<file path="src/rtl/scd_pkg.sv">
package scd_pkg;

    // Symbol code: bit 1 = first half modulated, bit 0 = second half modulated
    typedef enum logic [1:0] {
        SYM_NONE  = 2'b00,
        SYM_LATE  = 2'b01,
        SYM_EARLY = 2'b10,
        SYM_BOTH  = 2'b11
    } sym_kind_e;

    typedef struct packed {
        logic      valid;
        sym_kind_e kind;
    } sym_t;

    typedef enum logic [2:0] {
        ST_HUNT,
        ST_SOF2,
        ST_SOF3,
        ST_SOF_END,
        ST_DATA,
        ST_ERR_WAIT
    } fr_state_e;

    typedef struct packed {
        logic sync;
        logic push;
        logic bit_val;
        logic eof;
        logic sof_only;
        logic done;
        logic err;
    } fr_act_t;

    function automatic logic odd_par_bit(input logic [7:0] b);
        return ~(^b);
    endfunction

    function automatic logic [7:0] low_mask(input logic [2:0] n);
        return (8'd1 << n) - 8'd1;
    endfunction

endpackage

</file>
<file path="src/rtl/scd_half_pair.sv">
module scd_half_pair
    import scd_pkg::*;
(
    input  logic clk,
    input  logic rst,
    input  logic hp_valid,
    input  logic hp_mod,
    input  logic hunt,
    output sym_t sym_o
);

    logic phase_q;
    logic first_q;

    always_ff @(posedge clk) begin
        if (rst) begin
            phase_q <= 1'b0;
            first_q <= 1'b0;
            sym_o   <= '0;
        end else begin
            sym_o.valid <= 1'b0;
            if (hp_valid) begin
                if (!phase_q) begin
                    // while hunting, only a modulated half may open a symbol
                    if (hp_mod || !hunt) begin
                        phase_q <= 1'b1;
                        first_q <= hp_mod;
                    end
                end else begin
                    phase_q    <= 1'b0;
                    sym_o.valid <= 1'b1;
                    sym_o.kind  <= sym_kind_e'({first_q, hp_mod});
                end
            end
        end
    end

    AST_HUNT_DISCARD: assert property (@(posedge clk) disable iff (rst)
        (hunt && hp_valid && !hp_mod && !phase_q) |=> !phase_q) else $error("AST_HUNT_DISCARD");

endmodule

</file>
<file path="src/rtl/scd_frame_fsm.sv">
module scd_frame_fsm
    import scd_pkg::*;
(
    input  logic      clk,
    input  logic      rst,
    input  sym_t      sym_i,
    output fr_act_t   act_o,
    output logic      hunt_o,
    output logic      in_frame_o
);

    fr_state_e state_q, nxt;

    always_comb begin
        nxt   = state_q;
        act_o = '0;
        unique case (state_q)
            ST_HUNT: begin
                if (sym_i.valid && sym_i.kind == SYM_BOTH) begin
                    nxt        = ST_SOF2;
                    act_o.sync = 1'b1;
                end
            end
            ST_SOF2, ST_SOF3: begin
                if (sym_i.valid) begin
                    if (sym_i.kind == SYM_LATE) begin
                        nxt = (state_q == ST_SOF2) ? ST_SOF3 : ST_SOF_END;
                    end else begin
                        nxt       = ST_ERR_WAIT;
                        act_o.err = 1'b1;
                    end
                end
            end
            ST_SOF_END: begin
                if (sym_i.valid) begin
                    unique case (sym_i.kind)
                        SYM_NONE: begin
                            nxt            = ST_HUNT;
                            act_o.sof_only = 1'b1;
                            act_o.done     = 1'b1;
                        end
                        SYM_BOTH: begin
                            nxt       = ST_ERR_WAIT;
                            act_o.err = 1'b1;
                        end
                        default: begin
                            nxt           = ST_DATA;
                            act_o.push    = 1'b1;
                            act_o.bit_val = (sym_i.kind == SYM_LATE);
                        end
                    endcase
                end
            end
            ST_DATA: begin
                if (sym_i.valid) begin
                    unique case (sym_i.kind)
                        SYM_NONE: begin
                            nxt       = ST_ERR_WAIT;
                            act_o.err = 1'b1;
                        end
                        SYM_BOTH: begin
                            nxt        = ST_HUNT;
                            act_o.eof  = 1'b1;
                            act_o.done = 1'b1;
                        end
                        default: begin
                            act_o.push    = 1'b1;
                            act_o.bit_val = (sym_i.kind == SYM_LATE);
                        end
                    endcase
                end
            end
            ST_ERR_WAIT: nxt = ST_HUNT;
            default:     nxt = ST_HUNT;
        endcase
    end

    always_ff @(posedge clk) begin
        if (rst) state_q <= ST_HUNT;
        else     state_q <= nxt;
    end

    assign hunt_o     = (nxt == ST_HUNT) || (nxt == ST_ERR_WAIT);
    assign in_frame_o = (state_q != ST_HUNT) && (state_q != ST_ERR_WAIT);

    AST_GLITCH_IGNORED: assert property (@(posedge clk) disable iff (rst)
        (state_q == ST_HUNT && sym_i.valid && sym_i.kind != SYM_BOTH) |=> state_q == ST_HUNT) else $error("AST_GLITCH_IGNORED");
    AST_SOF_DEVIATION: assert property (@(posedge clk) disable iff (rst)
        (state_q == ST_SOF2 && sym_i.valid && sym_i.kind != SYM_LATE) |=> state_q == ST_ERR_WAIT) else $error("AST_SOF_DEVIATION");
    AST_ERR_WAIT_ONE: assert property (@(posedge clk) disable iff (rst)
        (state_q == ST_ERR_WAIT) |=> state_q == ST_HUNT) else $error("AST_ERR_WAIT_ONE");

endmodule

</file>
<file path="src/rtl/scd_byte_asm.sv">
module scd_byte_asm
    import scd_pkg::*;
#(
    parameter int          LEN_W    = 8,
    parameter int          PAR_W    = 32,
    parameter logic [7:0]  SOF_MARK = 8'h0F
) (
    input  logic             clk,
    input  logic             rst,
    input  fr_act_t          act_i,
    output logic             byte_valid_o,
    output logic [7:0]       byte_data_o,
    output logic [LEN_W-1:0] len_o,
    output logic [PAR_W-1:0] par_o
);

    logic [7:0] shreg_q;
    logic [2:0] cnt_q;

    always_ff @(posedge clk) begin
        if (rst) begin
            shreg_q      <= '0;
            cnt_q        <= '0;
            byte_valid_o <= 1'b0;
            byte_data_o  <= '0;
            len_o        <= '0;
            par_o        <= '0;
        end else begin
            byte_valid_o <= 1'b0;
            if (act_i.sync) begin
                shreg_q <= '0;
                cnt_q   <= '0;
                len_o   <= '0;
                par_o   <= '0;
            end else if (act_i.sof_only) begin
                byte_valid_o <= 1'b1;
                byte_data_o  <= SOF_MARK;
                len_o        <= len_o + LEN_W'(1);
                par_o        <= {par_o[PAR_W-2:0], odd_par_bit(SOF_MARK)};
            end else if (act_i.push) begin
                if (cnt_q == 3'd7) begin
                    byte_valid_o <= 1'b1;
                    byte_data_o  <= {act_i.bit_val, shreg_q[6:0]};
                    len_o        <= len_o + LEN_W'(1);
                    par_o        <= {par_o[PAR_W-2:0], odd_par_bit({act_i.bit_val, shreg_q[6:0]})};
                    shreg_q      <= '0;
                    cnt_q        <= '0;
                end else begin
                    shreg_q[cnt_q] <= act_i.bit_val;
                    cnt_q          <= cnt_q + 3'd1;
                end
            end else if (act_i.eof) begin
                // the newest bit is part of the closing pattern
                if (cnt_q >= 3'd2) begin
                    byte_valid_o <= 1'b1;
                    byte_data_o  <= shreg_q & low_mask(cnt_q - 3'd1);
                    len_o        <= len_o + LEN_W'(1);
                    par_o        <= {par_o[PAR_W-2:0], 1'b0};
                end
                shreg_q <= '0;
                cnt_q   <= '0;
            end
        end
    end

    AST_SOF_ONLY_BYTE: assert property (@(posedge clk) disable iff (rst)
        act_i.sof_only |=> (byte_valid_o && byte_data_o == SOF_MARK && len_o == LEN_W'(1))) else $error("AST_SOF_ONLY_BYTE");
    AST_PARTIAL_PAR0: assert property (@(posedge clk) disable iff (rst)
        (act_i.eof && cnt_q >= 3'd2) |=> (byte_valid_o && !par_o[0])) else $error("AST_PARTIAL_PAR0");
    AST_SHORT_TAIL_DROP: assert property (@(posedge clk) disable iff (rst)
        (act_i.eof && cnt_q < 3'd2) |=> !byte_valid_o) else $error("AST_SHORT_TAIL_DROP");
    AST_FULL_ODD: assert property (@(posedge clk) disable iff (rst)
        (act_i.push && cnt_q == 3'd7) |=> (($countones({byte_data_o, par_o[0]}) % 2) == 1)) else $error("AST_FULL_ODD");

endmodule

</file>
<file path="src/rtl/scd_resp_decoder.sv">
module scd_resp_decoder
    import scd_pkg::*;
#(
    parameter int         LEN_W    = 8,
    parameter int         PAR_W    = 32,
    parameter int         DUR_W    = 12,
    parameter logic [7:0] SOF_MARK = 8'h0F
) (
    input  logic             clk,
    input  logic             rst,
    input  logic             hp_valid,
    input  logic             hp_mod,
    output logic             byte_valid,
    output logic [7:0]       byte_data,
    output logic             frame_done,
    output logic             frame_err,
    output logic [LEN_W-1:0] frame_len,
    output logic [PAR_W-1:0] frame_par,
    output logic [DUR_W-1:0] frame_halves
);

    sym_t    sym;
    fr_act_t act;
    logic    hunt;
    logic    in_frame;
    logic [DUR_W-1:0] sym_cnt_q;

    scd_half_pair u_pair (
        .clk      (clk),
        .rst      (rst),
        .hp_valid (hp_valid),
        .hp_mod   (hp_mod),
        .hunt     (hunt),
        .sym_o    (sym)
    );

    scd_frame_fsm u_fsm (
        .clk        (clk),
        .rst        (rst),
        .sym_i      (sym),
        .act_o      (act),
        .hunt_o     (hunt),
        .in_frame_o (in_frame)
    );

    scd_byte_asm #(
        .LEN_W    (LEN_W),
        .PAR_W    (PAR_W),
        .SOF_MARK (SOF_MARK)
    ) u_asm (
        .clk          (clk),
        .rst          (rst),
        .act_i        (act),
        .byte_valid_o (byte_valid),
        .byte_data_o  (byte_data),
        .len_o        (frame_len),
        .par_o        (frame_par)
    );

    always_ff @(posedge clk) begin
        if (rst) begin
            sym_cnt_q    <= '0;
            frame_done   <= 1'b0;
            frame_err    <= 1'b0;
            frame_halves <= '0;
        end else begin
            frame_done <= act.done;
            frame_err  <= act.err;
            if (act.sync) begin
                sym_cnt_q <= DUR_W'(1);
            end else if (sym.valid && in_frame) begin
                sym_cnt_q <= sym_cnt_q + DUR_W'(1);
            end
            if (act.done) begin
                frame_halves <= (sym_cnt_q + DUR_W'(1)) << 1;
            end
        end
    end

    AST_DONE_ERR_EXCL: assert property (@(posedge clk) disable iff (rst)
        !(frame_done && frame_err)) else $error("AST_DONE_ERR_EXCL");
    AST_MIN_DURATION: assert property (@(posedge clk) disable iff (rst)
        frame_done |-> frame_halves >= DUR_W'(8)) else $error("AST_MIN_DURATION");

endmodule

</file>
<file path="config.mk">
export PLATFORM = sky130hd
export DESIGN_NAME = scd_resp_decoder
export DESIGN_NICKNAME = d
export VERILOG_FILES = /design/src/rtl/scd_pkg.sv /design/src/rtl/scd_half_pair.sv /design/src/rtl/scd_frame_fsm.sv /design/src/rtl/scd_byte_asm.sv /design/src/rtl/scd_resp_decoder.sv
export SDC_FILE = /design/constraint.sdc
export NUM_CORES = 1
export LEC_CHECK = 0
export ABC_CLOCK_PERIOD_IN_PS = 2900
export BUFFER_PORTS_ARGS = -buffer_cell sky130_fd_sc_hd__buf_2
export CORE_MARGIN = 2
export CORE_UTILIZATION = 50
export CTS_BUF_LIST = sky130_fd_sc_hd__clkbuf_4
export DETAILED_ROUTE_END_ITERATION = 12
export PLACE_DENSITY_LB_ADDON = 0.15
export SETUP_SLACK_MARGIN = 0.15
export SYNTH_ARGS = -nofsm -noshare
export SYNTH_HDL_FRONTEND = slang
export SYNTH_SLANG_ARGS = --single-unit
</file>
<file path="constraint.sdc">
create_clock -name clk -period 2.9 [get_ports clk]
set_input_delay 0 -clock clk [delete_from_list [all_inputs] [get_ports clk]]
set_output_delay 0 -clock clk [all_outputs]
set_load 0.01 [all_outputs]
</file>
* Word level (Yosys, flattened, before mapping)
Cells that the tools add are included.
Storage, ports and cells: flip-flop bits (word level) 93, bits of input ports 4, word-level logic and storage cells 126
Operators by class: add/sub/neg operators 5, order comparisons 3, eq/ne operators 10, shifts and indexed selects 1, muxes and demuxes 60, bitwise operators 6, reductions and logical operators 25
Operator list (count):
- 2-to-1 mux 32 bit | 5
- 2-to-1 mux 8 bit | 13
- 2-to-1 mux 3 bit | 11
- 2-to-1 mux 1 bit | 19
- adder 12 x 1 -> 12 bit, second input constant | 1
- case mux 3 bit (2 select lines) | 2
- case mux 3 bit (4 select lines) | 1
- == test 3 bit, second input constant | 3
- nonzero test 3 bit | 3
- adder 8 x 1 -> 8 bit, second input constant | 1
- bitwise AND 8 bit | 1
- bitwise mux 8 bit | 1
- 2-to-1 mux 2 bit | 4
- OR reduction 2 bit | 4
- XOR reduction 8 bit | 1
- << shifter 1 x 3 -> 8 bit, first input constant | 1
- subtractor 8 x 1 -> 8 bit, second input constant | 1
- == test 3 x 2 -> 1 bit, second input constant | 2
- zero test 3 bit | 2
- AND reduction 3 bit | 2
- NOT 1 bit | 5
- logical AND 1 bit | 4
- < comparator 3 x 4 -> 1 bit, second input constant | 1
- case mux 2 bit (2 select lines) | 1
- other kinds (18) | 21

* Logic depth before layout (Yosys ltp)
depth after elaboration 11, gate-level depth with buffers 10, depth with buffers taken out 9

* Hierarchy
Synthesis repeated with hierarchy kept, for this count alone.
Unflattened totals: cells, all modules 540, area total of the unflattened synthesis 4463.0 um^2
Modules (own cells, without submodules):
- scd_byte_asm | instances 1, cells each 342, area an instance 2781.4 um^2, sequential area each 1201.2 um^2
- scd_resp_decoder | instances 1, cells each 120, area an instance 1078.5 um^2, sequential area each 480.5 um^2
- scd_frame_fsm | instances 1, cells each 57, area an instance 416.6 um^2, sequential area each 60.1 um^2
- scd_half_pair | instances 1, cells each 21, area an instance 186.4 um^2, sequential area each 100.1 um^2

* Least setup slack after synthesis
No wires, ideal clock.
path kind register to register, start point register u_asm.cnt_q[1], end point register u_asm.byte_data_o[2], library setup time 78 ps, arrival 2079 ps, setup slack 743 ps, cell stages (with the launch flop) 10, buffers on the path 0, path through dfxtp_1 -> inv_1 -> ha_1 -> xnor2_1 -> nand2_1 -> ha_1 -> and3_1 -> o21ai_0 -> a21oi_1 -> nor3_1
On the way: cells in the longest elaborated chain, start to end 8, elaborated cells on any way between the ends 13, those cells by class add/sub (2); order compare (1); eq/ne (2); shift (1); mux (4); bitwise (1); reduce/logical (2)
Ends and longest elaborated chain:
- start: declaration | RTL line scd_byte_asm.sv:18 | logic [2:0] cnt_q;
- start signal: assignment | RTL line scd_byte_asm.sv:50 | cnt_q <= cnt_q + 3'd1;
- subtractor 3 x 1 -> 3 bit | RTL line scd_byte_asm.sv:56 | byte_data_o <= shreg_q & low_mask(cnt_q - 3'd1);
- << shifter 1 x 3 -> 8 bit | RTL line scd_pkg.sv:40 | return (8'd1 << n) - 8'd1;
- subtractor 8 x 1 -> 8 bit | RTL line scd_pkg.sv:40
- bitwise AND 8 bit | RTL line scd_byte_asm.sv:56
- 2-to-1 mux 8 bit | RTL line scd_byte_asm.sv:54 | if (cnt_q >= 3'd2) begin
- 2-to-1 mux 8 bit | RTL line scd_byte_asm.sv:52 | end else if (act_i.eof) begin
- 2-to-1 mux 8 bit | RTL line scd_byte_asm.sv:40 | end else if (act_i.push) begin
- 2-to-1 mux 8 bit | RTL line scd_byte_asm.sv:35 | end else if (act_i.sof_only) begin
- end signal: assignment | RTL line scd_byte_asm.sv:43 | byte_data_o <= {act_i.bit_val, shreg_q[6:0]};
- end signal: assignment | RTL line scd_byte_asm.sv:56
- end: declaration | RTL line scd_byte_asm.sv:12 | output logic [7:0] byte_data_o,
Parallel ways exist; a longest one is shown, timed or not. The select of a mux whose other input is x is not followed. A chain may end at the register's enable or synchronous reset.

* Worst setup path after layout
start point register u_pair.sym_o[1] (netlist bit), end point register u_pair.phase_q
On the way: cells in the longest elaborated chain, start to end 10, elaborated cells on any way between the ends 19, those cells by class eq/ne (3); mux (10); reduce/logical (6)
Ends and longest elaborated chain:
- start: declaration | RTL line scd_half_pair.sv:9 | output sym_t sym_o
- == test 2 bit (tied with other cells) | RTL line scd_frame_fsm.sv:19, scd_frame_fsm.sv:36, scd_frame_fsm.sv:56
- case mux 3 bit (2 select lines) (tied with other cells) | RTL line scd_frame_fsm.sv:56 | unique case (sym_i.kind)
- 2-to-1 mux 3 bit, on equally long branches
- case mux 3 bit (4 select lines) * | RTL line scd_frame_fsm.sv:17 | unique case (state_q)
- == test 3 bit or zero test 3 bit (tied branches) | RTL line scd_frame_fsm.sv:83 | assign hunt_o = (nxt == ST_HUNT) || (nxt == ST_ERR_WAIT);
- logical OR 1 bit * | RTL line scd_frame_fsm.sv:83
- zero test 1 bit * | RTL line scd_half_pair.sv:25 | if (hp_mod || !hunt) begin
- logical OR 1 bit * | RTL line scd_half_pair.sv:25
- 2-to-1 mux 1 bit * | RTL line scd_half_pair.sv:25
- 2-to-1 mux 1 bit * | RTL line scd_half_pair.sv:23 | if (!phase_q) begin
- end signal: assignment | RTL line scd_half_pair.sv:17 | phase_q <= 1'b0;
- end signal: assignment | RTL line scd_half_pair.sv:26 | phase_q <= 1'b1;
- end signal: assignment | RTL line scd_half_pair.sv:30 | phase_q <= 1'b0;
- end: declaration | RTL line scd_half_pair.sv:12 | logic phase_q;
Mark *: on every way between the ends. The rest lies on a longest branch, timed or not.

==> impl_metrics.yaml <==
yosys:
  synth-main-ff-cell: "dfxtp_1"
  synthArstFlopShare: 0
  yosysSeqAreaShare: 0.411
  syn-cell-area_um2: 4480
  synth_edf_count: 0
  avgSynthCellArea_um2: 8.15
  synth-simple-area-share: 0.232
  synthXorXnorAreaFrac: 0.0734
  synth-compound-area-share: 0.174
  synth_adder_area_share: 0.0586
  yosys_warnings: 0
  synth.area.mux_share: 0.00670
  syn_inst: 550
  syn_nets: 575
  synth_cell_types: 60
  synth_top_family_by_area: "simple AND/OR/NAND/NOR gates"
  synth-seq-cells: 92
critical_path:
  startpoint_type: "flip-flop"
  critPathMaxFanout: 9
  crit_type: "flip-flop to flip-flop"
  critPathMaxStageDelay_ns: 0.56
  slowest_stage: "dlygate4sd3_1"
  cp.required_ns: 3.26
  end_kind: "flip-flop"
  cp_cell_sequence: "inv_1, ha_1, o31ai_1, a32oi_1, xor2_1, o41a_1, dlygate4sd3_1"
  cp.arrival_ns: 2.92
detailed_routing:
  wl_um: 9680
  firstDrtPassIters: 4
  postRouteAntennaNets: 0
  avgRoutedWirePerCell_um: 13.5
  vias: 3885
  drt-initial-drc-count: 120
  vias_per_cell: 5.42
  drc: 0
grt:
  grt-ovfl-total: 0
  grt_max_degree: 39
  first_global_vias: 3514
  grt_usage: 0.202
  grt_pass1_wl_um: 16200
  antenna_found_initial: 0
floorplan:
  core_um2: 8720
  dieArea_um2: 9740
  start_util: 0.514
  io_pins: 67
  rows: 34
  die_height_um: 98.7
  die_w_um: 98.7
final_layout:
  fillers: 837
  drive_gt1_frac: 0.167
  final_core_util: 0.578
  num_antenna_cells: 0
  nNetsFinal: 629
  syn_to_final_growth_pct: 12.4
sta:
  skew_ns: 0.0225
  setup_violations: 0
  timing_max_transition_violations_final: 0
  holdWs_ns: 0.0519
  period_needed_ns: 2.56
  worst_pin_slew_ns: 0.748
  relSlewSlack: 0.496
  hold_viol: 0
  max_freq_ghz: 0.390
  fin_crit_sh: 0.884
  tns_ns: 0
  rsz0062_at_grt: "no"
clock_network:
  cts_tree: "yes"
  cts_setup_buffers: 0
  root_buffer: "clkbuf_4"
  insertion_delay_ns: 0.45
  cts_buffers: 9
  cts_max_level: 3
  cts.sink_count: 92
  clock_path_buffers: 2
  clk_pin_slew_ns: 0.15
worst_hold_path:
  hp-class: "primary input to flip-flop"
place:
  port_buffers: 65
  place.gp.congestion: 0.873
  dpl.hpwl_um: 6980
power_and_ir_drop:
  vdd.ir_drop.worst_mv: 0.175
  powerDensity_nw_per_um2: 406
  power_w: 0.00205
  leakagePower_nw: 1.99
outcome:
  status: "completed"
job:
  cap_violations: 0
-- per-stage QoR --
stage | area, µm² | worst slack (ns) | cells
global route | 5040 | 0.203 | 717
finish | 5040 | 0.336 | 717
detailed placement | 4870 | 0.533 | 698
floorplan | 4480 | 0.743 | 550
CTS | 5040 | 0.281 | 717
global placement | 4870 | 0.600 | 698
-- area by class of cell --
type,instances,area (µm²),share of cell area
Inverter,9,33.8,0.00670
Clock buffer,9,67.6,0.0134
Timing Repair Buffer,78,430,0.0854
Clock inverter,7,73.8,0.0147
Multi-Input combinational cell,414,2450,0.487
Tap cell,108,135,0.0268
Sequential cell,92,1840,0.366
-- routing by layer --
| layer | wire (µm) | GRT usage | up-vias |
|---|---|---|---|
| met5 | 0 | 0 | - |
| met1 | 4650 | 0.272 | 1795 |
| met2 | 4480 | 0.323 | 71 |
| met3 | 394 | 0.0333 | 15 |
| li1 | - | - | 2004 |
| met4 | 161 | 0.0843 | 0 |
-- sequential cells by signal (all words and copies together), names as in the netlist --
register,cells
frame_halves,11
u_pair.phase_q,1
u_asm.len_o,8
u_asm.byte_valid_o,1
frame_done,1
sym_cnt_q,11
u_asm.cnt_q,3
u_asm.shreg_q,8
u_asm.par_o,32
u_pair.sym_o,3
frame_err,1
u_pair.first_q,1
u_fsm.state_q,3
u_asm.byte_data_o,8
-- cell families (layout without fill, tap and decap cells) --
| group | Yosys count | in the layout |
|---|---|---|
| buffers and inverters | 44 | 103 |
| AOI/OAI and AO/OA | 127 | 127 |
| xor gates and xnor gates | 36 | 36 |
| DFF | 92 | 92 |
| muxes | 3 | 3 |
| other | 1 | 1 |
| and+or+nand+nor | 226 | 226 |
| adders and majority gates | 21 | 21 |
-- worst paths after layout --
kind | startpoint | end | slack (ns) | depth (start not counted)
worst max-delay path | u_pair.sym_o[1]$_SDFFE_PP0P_ | u_pair.phase_q$_SDFFE_PP0P_ | 0.34 | 7
worst min-delay path | rst | u_fsm.state_q[0]$_SDFF_PP0_ | 0.05 | 2
worst max register to register | u_pair.sym_o[1]$_SDFFE_PP0P_ | u_pair.phase_q$_SDFFE_PP0P_ | 0.34 | 7
worst min register to register | u_asm.par_o[7]$_SDFFE_PP0P_ | u_asm.par_o[8]$_SDFFE_PP0P_ | 0.46 | 2
-- Yosys cell counts, drive strengths merged (6+ instances only) --
cell type,instances,area (µm²)
ha,21,263
inv,9,33.8
nor2,52,195
a21oi,62,314
a31oi,6,37.5
nor2b,6,37.5
clkbuf,19,71.3
dfxtp,92,1840
and3,6,37.5
nand2,104,390
xnor2,19,166
xor2,16,140
a211oi,13,97.6
buf,16,86.3
nor3,8,40.0
nand3,18,90.1
o21ai,17,85.1
-- cell usage in the layout, fill, tap and decap left out, types with 4 or more instances in the layout --
| cell type | count |
|---|---|
| or3_1 | 4 |
| nand3_1 | 18 |
| ha_1 | 21 |
| nor2_1 | 52 |
| a211oi_1 | 13 |
| and3_1 | 6 |
| a21oi_1 | 61 |
| dfxtp_1 | 91 |
| a31oi_1 | 6 |
| clkbuf_4 | 9 |
| xnor2_1 | 19 |
| buf_2 | 65 |
| inv_1 | 9 |
| nor3_1 | 7 |
| xor2_1 | 16 |
| nand4_1 | 5 |
| o2bb2ai_1 | 4 |
| nor2b_1 | 6 |
| buf_4 | 10 |
| nand2_1 | 104 |
| o21ai_0 | 15 |
-- repair_timing --
action,4_1_cts,5_1_grt
resized for setup,0,1
endpoints found under the hold margin,5,0
hold buffers,3,0
endpoints found under the setup margin,0,1
-- power by group --
part           switching (W)  internal, W
clock network       0.000453     0.000268
registers         0.00000431      0.00127
logic              0.0000349    0.0000183
-- worst max-delay path: cells and delay by family, from the launching register on --
family                   cells  cell delay [ns]
AO/OA/AOI/OAI                3             0.81
buffers and inverters        2             0.65
adder cells (fa/ha/maj)      1             0.40
XOR/XNOR                     1             0.22
flip-flops                   1             0.38
Note: power is estimated with default switching activity, not from simulation.
